$ cat src/rtl/core_pwr_seq.sv
module core_pwr_seq #(
  parameter int CNT_W = 8
) (
  input  logic             clk,
  input  logic             rst_n,
  input  logic [1:0]       tgt_mode,
  input  logic             wfi_entry,
  input  logic             wake_evt,
  input  logic             pwr_good,
  input  logic [CNT_W-1:0] settle_cycles,
  output logic             logic_pwr_en,
  output logic             ram_pwr_en,
  output logic             ram_ret,
  output logic             clamp_en,
  output logic             ram_ce_hold,
  output logic             core_rst_n,
  output logic [1:0]       resume_mode
);

  typedef enum logic [2:0] {
    S_RUN, S_CLAMP, S_OFF, S_PWRUP, S_SETTLE, S_UNCLAMP
  } st_t;

  st_t              st;
  logic             tgt_sd;
  logic             pend;
  logic [CNT_W-1:0] cnt;

  always_ff @(posedge clk or negedge rst_n) begin
    if (!rst_n) begin
      st          <= S_RUN;
      tgt_sd      <= 1'b0;
      pend        <= 1'b0;
      cnt         <= '0;
      resume_mode <= 2'b00;
    end else begin
      case (st)
        S_RUN:
          if (wfi_entry && tgt_mode[1]) begin
            tgt_sd      <= tgt_mode[0];
            resume_mode <= tgt_mode;
            st          <= S_CLAMP;
          end
        S_CLAMP: begin
          if (wake_evt) pend <= 1'b1;
          st <= S_OFF;
        end
        S_OFF:
          if (wake_evt || pend) begin
            pend <= 1'b0;
            st   <= S_PWRUP;
          end
        S_PWRUP:
          if (pwr_good) begin
            cnt <= settle_cycles;
            st  <= S_SETTLE;
          end
        S_SETTLE:
          if (cnt == '0) st <= S_UNCLAMP;
          else cnt <= cnt - 1'b1;
        S_UNCLAMP: st <= S_RUN;
        default:   st <= S_RUN;
      endcase
    end
  end

  wire off = (st == S_OFF);

  assign logic_pwr_en = !off;
  assign ram_pwr_en   = !(off && tgt_sd);
  assign ram_ret      = off && !tgt_sd;
  assign clamp_en     = (st == S_CLAMP) || off || (st == S_PWRUP) || (st == S_SETTLE);
  assign ram_ce_hold  = clamp_en;
  assign core_rst_n   = (st == S_RUN);


  clamp_before_off_chk: assert property (@(posedge clk) disable iff (!rst_n)
    $fell(logic_pwr_en) |-> $past(clamp_en) && $past(!core_rst_n));


  ret_only_when_ram_on_chk: assert property (@(posedge clk) disable iff (!rst_n)
    ram_ret |-> ram_pwr_en && !logic_pwr_en && clamp_en);


  unclamped_needs_power_chk: assert property (@(posedge clk) disable iff (!rst_n)
    !clamp_en |-> logic_pwr_en && ram_pwr_en);


  reset_after_unclamp_chk: assert property (@(posedge clk) disable iff (!rst_n)
    $rose(core_rst_n) |-> $past(!clamp_en) && logic_pwr_en);


  clamp_holds_reset_chk: assert property (@(posedge clk) disable iff (!rst_n)
    clamp_en |-> !core_rst_n && ram_ce_hold);

endmodule

$ cat config.mk
export PLATFORM = sky130hd
export DESIGN_NAME = core_pwr_seq
export DESIGN_NICKNAME = d
export VERILOG_FILES = /design/src/rtl/core_pwr_seq.sv
export SDC_FILE = /design/constraint.sdc
export NUM_CORES = 1
export LEC_CHECK = 0
export ABC_AREA = 0
export BUFFER_PORTS_ARGS = -buffer_cell sky130_fd_sc_hd__buf_4
export CELL_PAD_IN_SITES_DETAIL_PLACEMENT = 2
export CELL_PAD_IN_SITES_GLOBAL_PLACEMENT = 2
export CORE_MARGIN = 2
export CORE_UTILIZATION = 33
export DETAILED_ROUTE_END_ITERATION = 8
export PLACE_DENSITY = 0.85
export SYNTH_ARGS = -nofsm -noshare
export SYNTH_HDL_FRONTEND = slang
export SYNTH_SLANG_ARGS = --single-unit
$ cat constraint.sdc
create_clock -name clk -period 3.1 [get_ports clk]
set_clock_uncertainty 0.15 [all_clocks]
set_input_delay 0.62 -clock clk [delete_from_list [all_inputs] [get_ports clk]]
set_output_delay 0.62 -clock clk [all_outputs]
set_load 0.03 [all_outputs]
Yosys cells after proc, flatten, opt, wreduce, memory -nomap -nowiden

Cells that the tools add are included.

Equal/unequal tests: 10
Bitwise logic cells: 0
Div/mod/pow operators: 0
Muxes and demuxes: 11
$mul: 0
Shift operators: 0
Reductions and logical operators: 18
Add/subtract/negate cells: 1
Magnitude comparators: 0

Operator list:

| operator                                                                 | number |
|---|---|
| 8-bit two-way mux                                                        | 2 |
| 8-bit case mux with 2 select lines                                       | 1 |
| 3-bit case mux with 5 select lines                                       | 1 |
| 3-bit two-way mux                                                        | 4 |
| 8-bit zero test                                                          | 1 |
| 2-bit inequality test (second input constant)                            | 4 |
| 8-bit by 1-bit subtractor with 8-bit output (second input constant)      | 1 |
| 3-bit by 2-bit == test with 1-bit output (second input constant)         | 2 |
| 3-bit AND reduction                                                      | 2 |
| 1-bit logical OR                                                         | 4 |
| 2-bit by 1-bit inequality test with 1-bit output (second input constant) | 2 |
| 4-bit AND reduction                                                      | 1 |
| 2-bit nonzero test                                                       | 2 |
| 3-bit by 1-bit == test with 1-bit output (second input constant)         | 1 |
| 3-bit == test (second input constant)                                    | 1 |
| 1-bit logical AND                                                        | 3 |
| 1-bit zero test                                                          | 3 |
| 3-bit zero test                                                          | 1 |
| 1-bit two-way mux                                                        | 2 |
| 1-bit case mux with 2 select lines                                       | 1 |
| 2-bit AND reduction                                                      | 1 |

Logic and storage cells: 45
Latch bits: 0
Bits in read-only memories: 0
Memory bits (writable): 0
Memories kept: 0
Output and inout bits: 8
Flip-flop bits (word level): 15

Longest topological paths before layout

Gate-level depths: netlist of the first run.

Depth in word-level cells: 4
Gate-level depth with buffers: 6
Depth with buffers taken out: 6

Least setup slack after synthesis of the first run

No wires, ideal clock.

Path kind: register -> output
From: reg st[0]
To: out ram_ce_hold
Data arrival time: 1.421 ns
Slack: 0.909 ns
Cell stages (with the launch flop): 5
Buffers on the path: 2
Cell sequence: dfrtp_1 buf_2 nor2_1 xnor2_1 buf_4

Word-level cells in the longest chain between the ends: 4
Elaborated cells on any way between the ends: 7
Classes of those cells: 4 x eq/ne; 3 x reduce/logical

Ends and longest elaborated chain:

| element                                                                                              | RTL line | source |
|---|---|---|
| from (decl)                                                                                          | 24       | `st_t st;` |
| from (signal assigned)                                                                               | 31       | `st <= S_RUN;` |
| from (signal assigned)                                                                               | 42       | `st <= S_CLAMP;` |
| from (signal assigned)                                                                               | 46       | `st <= S_OFF;` |
| 3-bit by 1-bit == test with 1-bit output or 3-bit by 2-bit == test with 1-bit output (tied branches) | 72, 67   |  |
| 1-bit logical OR (2 in series)                                                                       | 72       | `assign clamp_en = (st == S_CLAMP) \|\| off \|\| (st == S_PWRUP) \|\| (st == S_SETTLE);` |
| 1-bit logical OR (*)                                                                                 | 72       |  |
| to (decl)                                                                                            | 15       | `output logic ram_ce_hold,` |

Every way passes the cells marked *; elsewhere a longest branch is shown, timed or not.

Final worst setup path of the first run

From: reg cnt[0]
To: reg cnt[1]

Word-level cells in the longest chain between the ends: 3
Elaborated cells on any way between the ends: 6
Classes of those cells: 1 x add/sub; 1 x eq/ne; 2 x mux; 2 x reduce/logical

Ends and longest elaborated chain:

| element                                                                        | RTL line | source |
|---|---|---|
| from (decl)                                                                    | 27       | `logic [CNT_W-1:0] cnt;` |
| from (signal assigned)                                                         | 55       | `cnt <= settle_cycles;` |
| from (signal assigned)                                                         | 60       | `else cnt <= cnt - 1'b1;` |
| 8-bit by 1-bit subtractor with 8-bit output or 8-bit zero test (tied branches) | 60, 59   |  |
| 8-bit two-way mux or 2-bit inequality test (tied branches)                     | --       |  |
| 8-bit case mux with 2 select lines or 3-bit AND reduction (tied branches)      | --       |  |

Parallel ways exist; a longest one is shown, timed or not. The select of a mux whose other input is x is not followed.
A chain may end at the register's enable or synchronous reset.

==> impl_metrics.py, run 1 <==
metrics = {
    "clocking": {
        "h-tree-depth": 1,
        "cts_sinks": 14,
        "cts_setup_buffers": 0,
        "post_cts_resized": 0,
        "clk_pin_slew_worst_paths_ps": 90,
        "clock_latency_ps": 280,
        "cts-buffers-inserted": 3,
        "cts_hold_buffers": 0,
        "cts_tree": "yes",
        "clockRootBuffer": "clkbuf_4",
        "clockBufferDepth": 2,
    },
    "timing": {
        "relSlewSlack_pct": 59.9,
        "tightest_slew_ps": 600,
        "max_freq_mhz": 442,
        "slew_violations": 0,
        "rsz0062_at_grt": "false",
        "setup_slack_ps": 838,
        "tns_ps": 0,
        "hold_violations": 0,
        "min_period_ps": 2260,
        "hold_slack_ps": 24.7,
        "finalSetupViolCount": 0,
        "min_period_over_period_pct": 73.0,
    },
    "setup_path": {
        "required_ps": 3130,
        "critical_path_class": "reg -> reg",
        "start_kind": "flip-flop",
        "cp.arrival_ps": 2290,
        "reg2reg_setup_slack_ps": 840,
        "worstRegToRegCells": 6,
        "timing.rr.end": "cnt[1]",
        "cp_max_fo": 6,
        "cp-endpoint": "cnt[1]",
        "r2r_start": "cnt[0]",
        "end_kind": "flip-flop",
        "worstSetupStartpoint": "cnt[0]",
    },
    "die": {
        "initial_core_util_pct": 35.5,
        "design.die.area_um2": 3170,
        "num_rows": 18,
        "die_y_um": 56.3,
        "io_pins": 23,
        "core-area_um2": 2540,
        "fp.dieW_um": 56.3,
    },
    "grt": {
        "antenna_found_initial": 0,
        "grt_max_degree": 15,
        "grt_use_total_pct": 17.9,
        "grt_pass1_vias": 911,
        "grt_first_pass_wirelength_um": 4480,
        "gr-total-overflow": 0,
    },
    "power_and_ir_drop": {
        "leakage_nw": 0.469,
        "peakVddDrop_mv": 0.680,
        "power_mw": 1.17,
        "p_per_area_nw_per_um2": 1060,
    },
    "detailed_routing": {
        "remaining_drc_errors": 0,
        "dr.pass1.iters": 4,
        "antenna_left": 0,
        "drt_iter0_markers": 10,
        "num_vias": 824,
        "routed_wl_um": 2570,
        "routedWlPerCell_um": 17.6,
        "avgViaCountPerCell": 5.64,
    },
    "cells_and_area": {
        "fill_cells": 280,
        "final_core_utilization_pct": 43.3,
        "drive_gt1_share_pct": 31.0,
        "fin_nets": 134,
        "instances_no_fill": 146,
        "fin_area_um2": 1100,
        "area_growth_pct": 21.9,
        "diodes": 0,
    },
    "hold_path": {
        "hp-class": "in -> async",
    },
    "run": {
        "cap_violations": 0,
    },
    "place": {
        "gp_congestion": 0.875,
        "port_buffers": 22,
        "dp_cells": 142,
        "hpwl_um": 1900,
        "placed_cell_area_um2": 1060,
        "dp_slack_ps": 939,
    },
    "synthesis": {
        "synth.distinct_cells": 40,
        "syn-num-nets": 113,
        "syn_avg_cell_area_um2": 9.41,
        "yosys_warnings": 0,
        "synth_cells": 96,
        "synthFlopType": "dfrtp_1",
        "async_flop_share_pct": 100,
        "ys_ff_latch": 14,
        "synthesis.area_um2": 903,
        "synth_edf_count": 0,
        "ys_seq_area_share_pct": 38.8,
    },
    "run_status": {
        "status": "completed",
    },
}
worst max-delay path, stage by stage, from the launching register on:
cell	delay (ps)
dfrtp_1	460
inv_1	140
ha_1	160
nor3b_1	510
a21oi_4	170
nor2_4	240
mux2_4	320
cells in the mapped netlist (all sizes together) (2+ instances only):
master	n	area (µm²)
nand2	7	26.3
mux2	2	26.3
a21oi	5	36.3
dfrtp	14	350
nor4b	2	23.8
o22a	2	18.8
nor2	9	41.3
inv	4	15.0
o21ai	8	40.0
buf	7	48.8
nor3	5	25.0
nor3b	3	22.5
ha	2	25.0
a31oi	2	12.5
xnor2	2	17.5
nand3	6	30.0
worst min path at each step:
stage	startpoint	end	slack, ps
3_5_place_dp	resume_mode[1]	resume_mode[1]	320
5_1_grt	rst_n	resume_mode[1]	20
3_3_place_gp	resume_mode[1]	resume_mode[1]	300
6_report	rst_n	cnt[0]	20
2_1_floorplan	rst_n	cnt[0]	170
4_1_cts	rst_n	resume_mode[0]	20
report_power, final:
| part | total [mW] | internal, mW | switching [mW] |
|---|---|---|---|
| clock | 0.134 | 0.0715 | 0.0623 |
| combinational | 0.620 | 0.260 | 0.360 |
| sequential | 0.413 | 0.269 | 0.144 |
layout make-up:
class	count	area (µm²)	area share, %
multi-input combinational	71	489	44.4
tap	30	37.5	3.41
clock buffer	4	36.3	3.30
inverter	4	15.0	1.36
timing repair buffer	23	173	15.7
sequential	14	350	31.8
cells by family after synthesis:
group	share of synthesized area, %
AOI/OAI and AO/OA	20.8
xor gates and xnor gates	1.94
adders and majority gates	2.77
buffers and inverters	7.06
DFF	38.8
muxes	2.91
and+or+nand+nor	25.8
registers in the layout, indices dropped and copies added (netlist names):
name         cells
cnt              8
st               3
resume_mode      2
pend             1
cells in the final DEF (no fill, tap or decap), drive strengths merged:
cell,instances
inv,4
nor3b,3
ha,2
o21ai,8
o21a,1
nor4b,2
or2,1
o2bb2ai,1
clkbuf,4
nand2,7
a22oi,1
buf,23
xnor2,2
a21oi,5
nor3,5
nand4b,1
a211oi,1
nand3,6
a32oi,1
a41oi,1
and3,1
o22ai,1
and4b,1
nor4,1
mux2,2
nor2,9
o221ai,1
dfrtp,14
a2bb2oi,1
or3b,1
a31oi,2
o22a,2
o211ai,1
metal layers:
layer | GRT usage, % | part of all wire (%) | vias up
li1 | - | - | 391
met1 | 23.0 | 47 | 411
met2 | 30.1 | 48 | 20
met3 | 3.23 | 4.2 | 2
met4 | 6.12 | 0.62 | 0
met5 | 0 | 0 | -
(Power assumes the default switching activity.)
==> inputs of run 2 (changes only) <==
- CORE_UTILIZATION: 33 -> 31
- PLACE_DENSITY: 0.85 -> 0.81
- clock period: 3.1 -> 2.2 ns (I/O delays scaled with it)
==> run 2 against run 1 <==
Against the previous run:
- global-route usage shrank 0.51 points
- sequential share of layout area shrank 0.81 points
- power up 44%
- combinational power up 48%
- register-to-register slack worse by 620 ps
- clock power up 45%
==> impl_metrics.py, run 2 (synthesis results as in run 1) <==
metrics = {
    "run_status": {
        "status": "completed",
    },
    "detailed_routing": {
        "m1WireLength_um": 1170,
        "dr.pass1.iters": 4,
        "num_vias": 822,
        "route.top_layer_used": "met4",
        "routed_wl_um": 2540,
        "drt_iter0_markers": 15,
        "antenna_left": 0,
        "avgViaCountPerCell": 5.48,
        "wl_met3_um": 112,
        "routed-wl-met2_um": 1220,
        "remaining_drc_errors": 0,
        "routedWlPerCell_um": 17.0,
    },
    "power_and_ir_drop": {
        "peakVddDrop_mv": 0.904,
        "power_mw": 1.68,
        "p_per_area_nw_per_um2": 1490,
        "leakage_nw": 0.483,
    },
    "setup_path": {
        "cp.arrival_ps": 1440,
        "critPathBufInv": 2,
        "slowest_stage": "dfrtp_1",
        "worstPathCellList": "buf_4 > nor2_2 > xnor2_1 > buf_4",
        "critical_path_class": "reg -> out",
        "cp_max_fo": 9,
        "path_common_cell": "buf_4",
        "start_kind": "flip-flop",
        "required_ps": 1610,
        "cp_top_family": "flip-flops",
        "end_kind": "output port",
        "crit_path_max_incr_delay_ps": 410,
    },
    "die": {
        "design.die.area_um2": 3360,
        "die_y_um": 58.0,
        "fp.dieW_um": 58.0,
        "io_pins": 23,
        "core-area_um2": 2760,
        "num_rows": 19,
        "initial_core_util_pct": 32.8,
    },
    "grt": {
        "grt_first_pass_wirelength_um": 4370,
        "grt_max_degree": 15,
        "antenna_found_initial": 0,
        "grt_use_total_pct": 17.4,
        "gr-total-overflow": 0,
        "grt_pass1_vias": 878,
    },
    "timing": {
        "tns_ps": 0,
        "hold_slack_ps": 221,
        "tightest_slew_ps": 469,
        "max_freq_mhz": 494,
        "min_period_ps": 2030,
        "relSlewSlack_pct": 68.6,
        "slew_violations": 0,
        "min_period_over_period_pct": 92.1,
        "finalSetupViolCount": 0,
        "hold_violations": 0,
        "setup_slack_ps": 174,
        "rsz0062_at_grt": "false",
    },
    "cells_and_area": {
        "fin_nets": 137,
        "largest_reg_flops": 8,
        "mostFrequentLayoutCell": "buf_4",
        "regMostFlops": "cnt",
        "fin_area_um2": 1130,
        "area_growth_pct": 25.1,
        "drive_gt1_share_pct": 32.8,
        "reg_top3": "cnt: 8 flops, st: 3 flops, resume_mode: 2 flops",
        "diodes": 0,
        "layout_common_cells": "25 x buf_4, 14 x dfrtp_1, 7 x nor2_1, 7 x nand2_1, 7 x o21ai_0",
    },
    "clocking": {
        "clockBufferDepth": 2,
        "cts_setup_buffers": 0,
        "h-tree-depth": 1,
        "cts_tree": "yes",
        "cts_sinks": 14,
        "clock_latency_ps": 300,
        "clk_pin_slew_worst_paths_ps": 100,
        "cts-buffers-inserted": 3,
        "clockRootBuffer": "clkbuf_4",
    },
    "place": {
        "hpwl_um": 1970,
        "dp_slack_ps": 235,
        "placed_cell_area_um2": 1080,
        "port_buffers": 22,
        "gp_congestion": 0.746,
    },
    "hold_path": {
        "hp-class": "in -> reg",
    },
    "run": {
        "cap_violations": 0,
    },
}
==> run 2: metal layers <==
layer	global-route usage, %	vias to the layer above
li1	-	398
met1	22.9	396
met2	28.2	21
met3	4.46	7
met4	4.98	0
met5	0	-
==> run 2: cell type report <==
cell class / instances / area (µm²)
sequential: 14 / 350
clock buffer: 4 / 36.3
timing repair buffer: 26 / 198
inverter: 4 / 15.0
multi-input combinational: 71 / 492
tap: 31 / 38.8
fill: 308 / 1630
==> run 2: metrics by stage <==
stage / cells / utilization, %
after floorplan: 96 / -
after global placement: 145 / 39.2
after detailed placement: 145 / 39.2
after CTS: 150 / 40.9
after global routing: 150 / 41.0
final: 150 / 41.0
==> run 2: what timing repair did <==
action | in CTS | in global routing
hold endpoints to repair | 14 | 0
hold buffers | 1 | 0
endpoints found under the setup margin | 0 | 1
resized for setup | 0 | 1
==> run 2: final timing paths <==
check | end | slack (ps) | from | cells after the start
worst max-delay path | clamp_en | 170 | st[1] | 4
worst min-delay path | resume_mode[0] | 220 | tgt_mode[0] | 2
worst max register to register | cnt[1] | 220 | cnt[1] | 7
worst min register to register | resume_mode[1] | 350 | resume_mode[1] | 1
max in group asynchronous | st[0] | 1340 | rst_n | 2
min in group asynchronous | cnt[5] | 360 | rst_n | 2
==> run 2: where the power goes <==
part | internal [mW] | switching (mW)
Clock | 0.101 | 0.0931
Combinational | 0.389 | 0.531
Sequential | 0.379 | 0.187
Total | 0.869 | 0.811
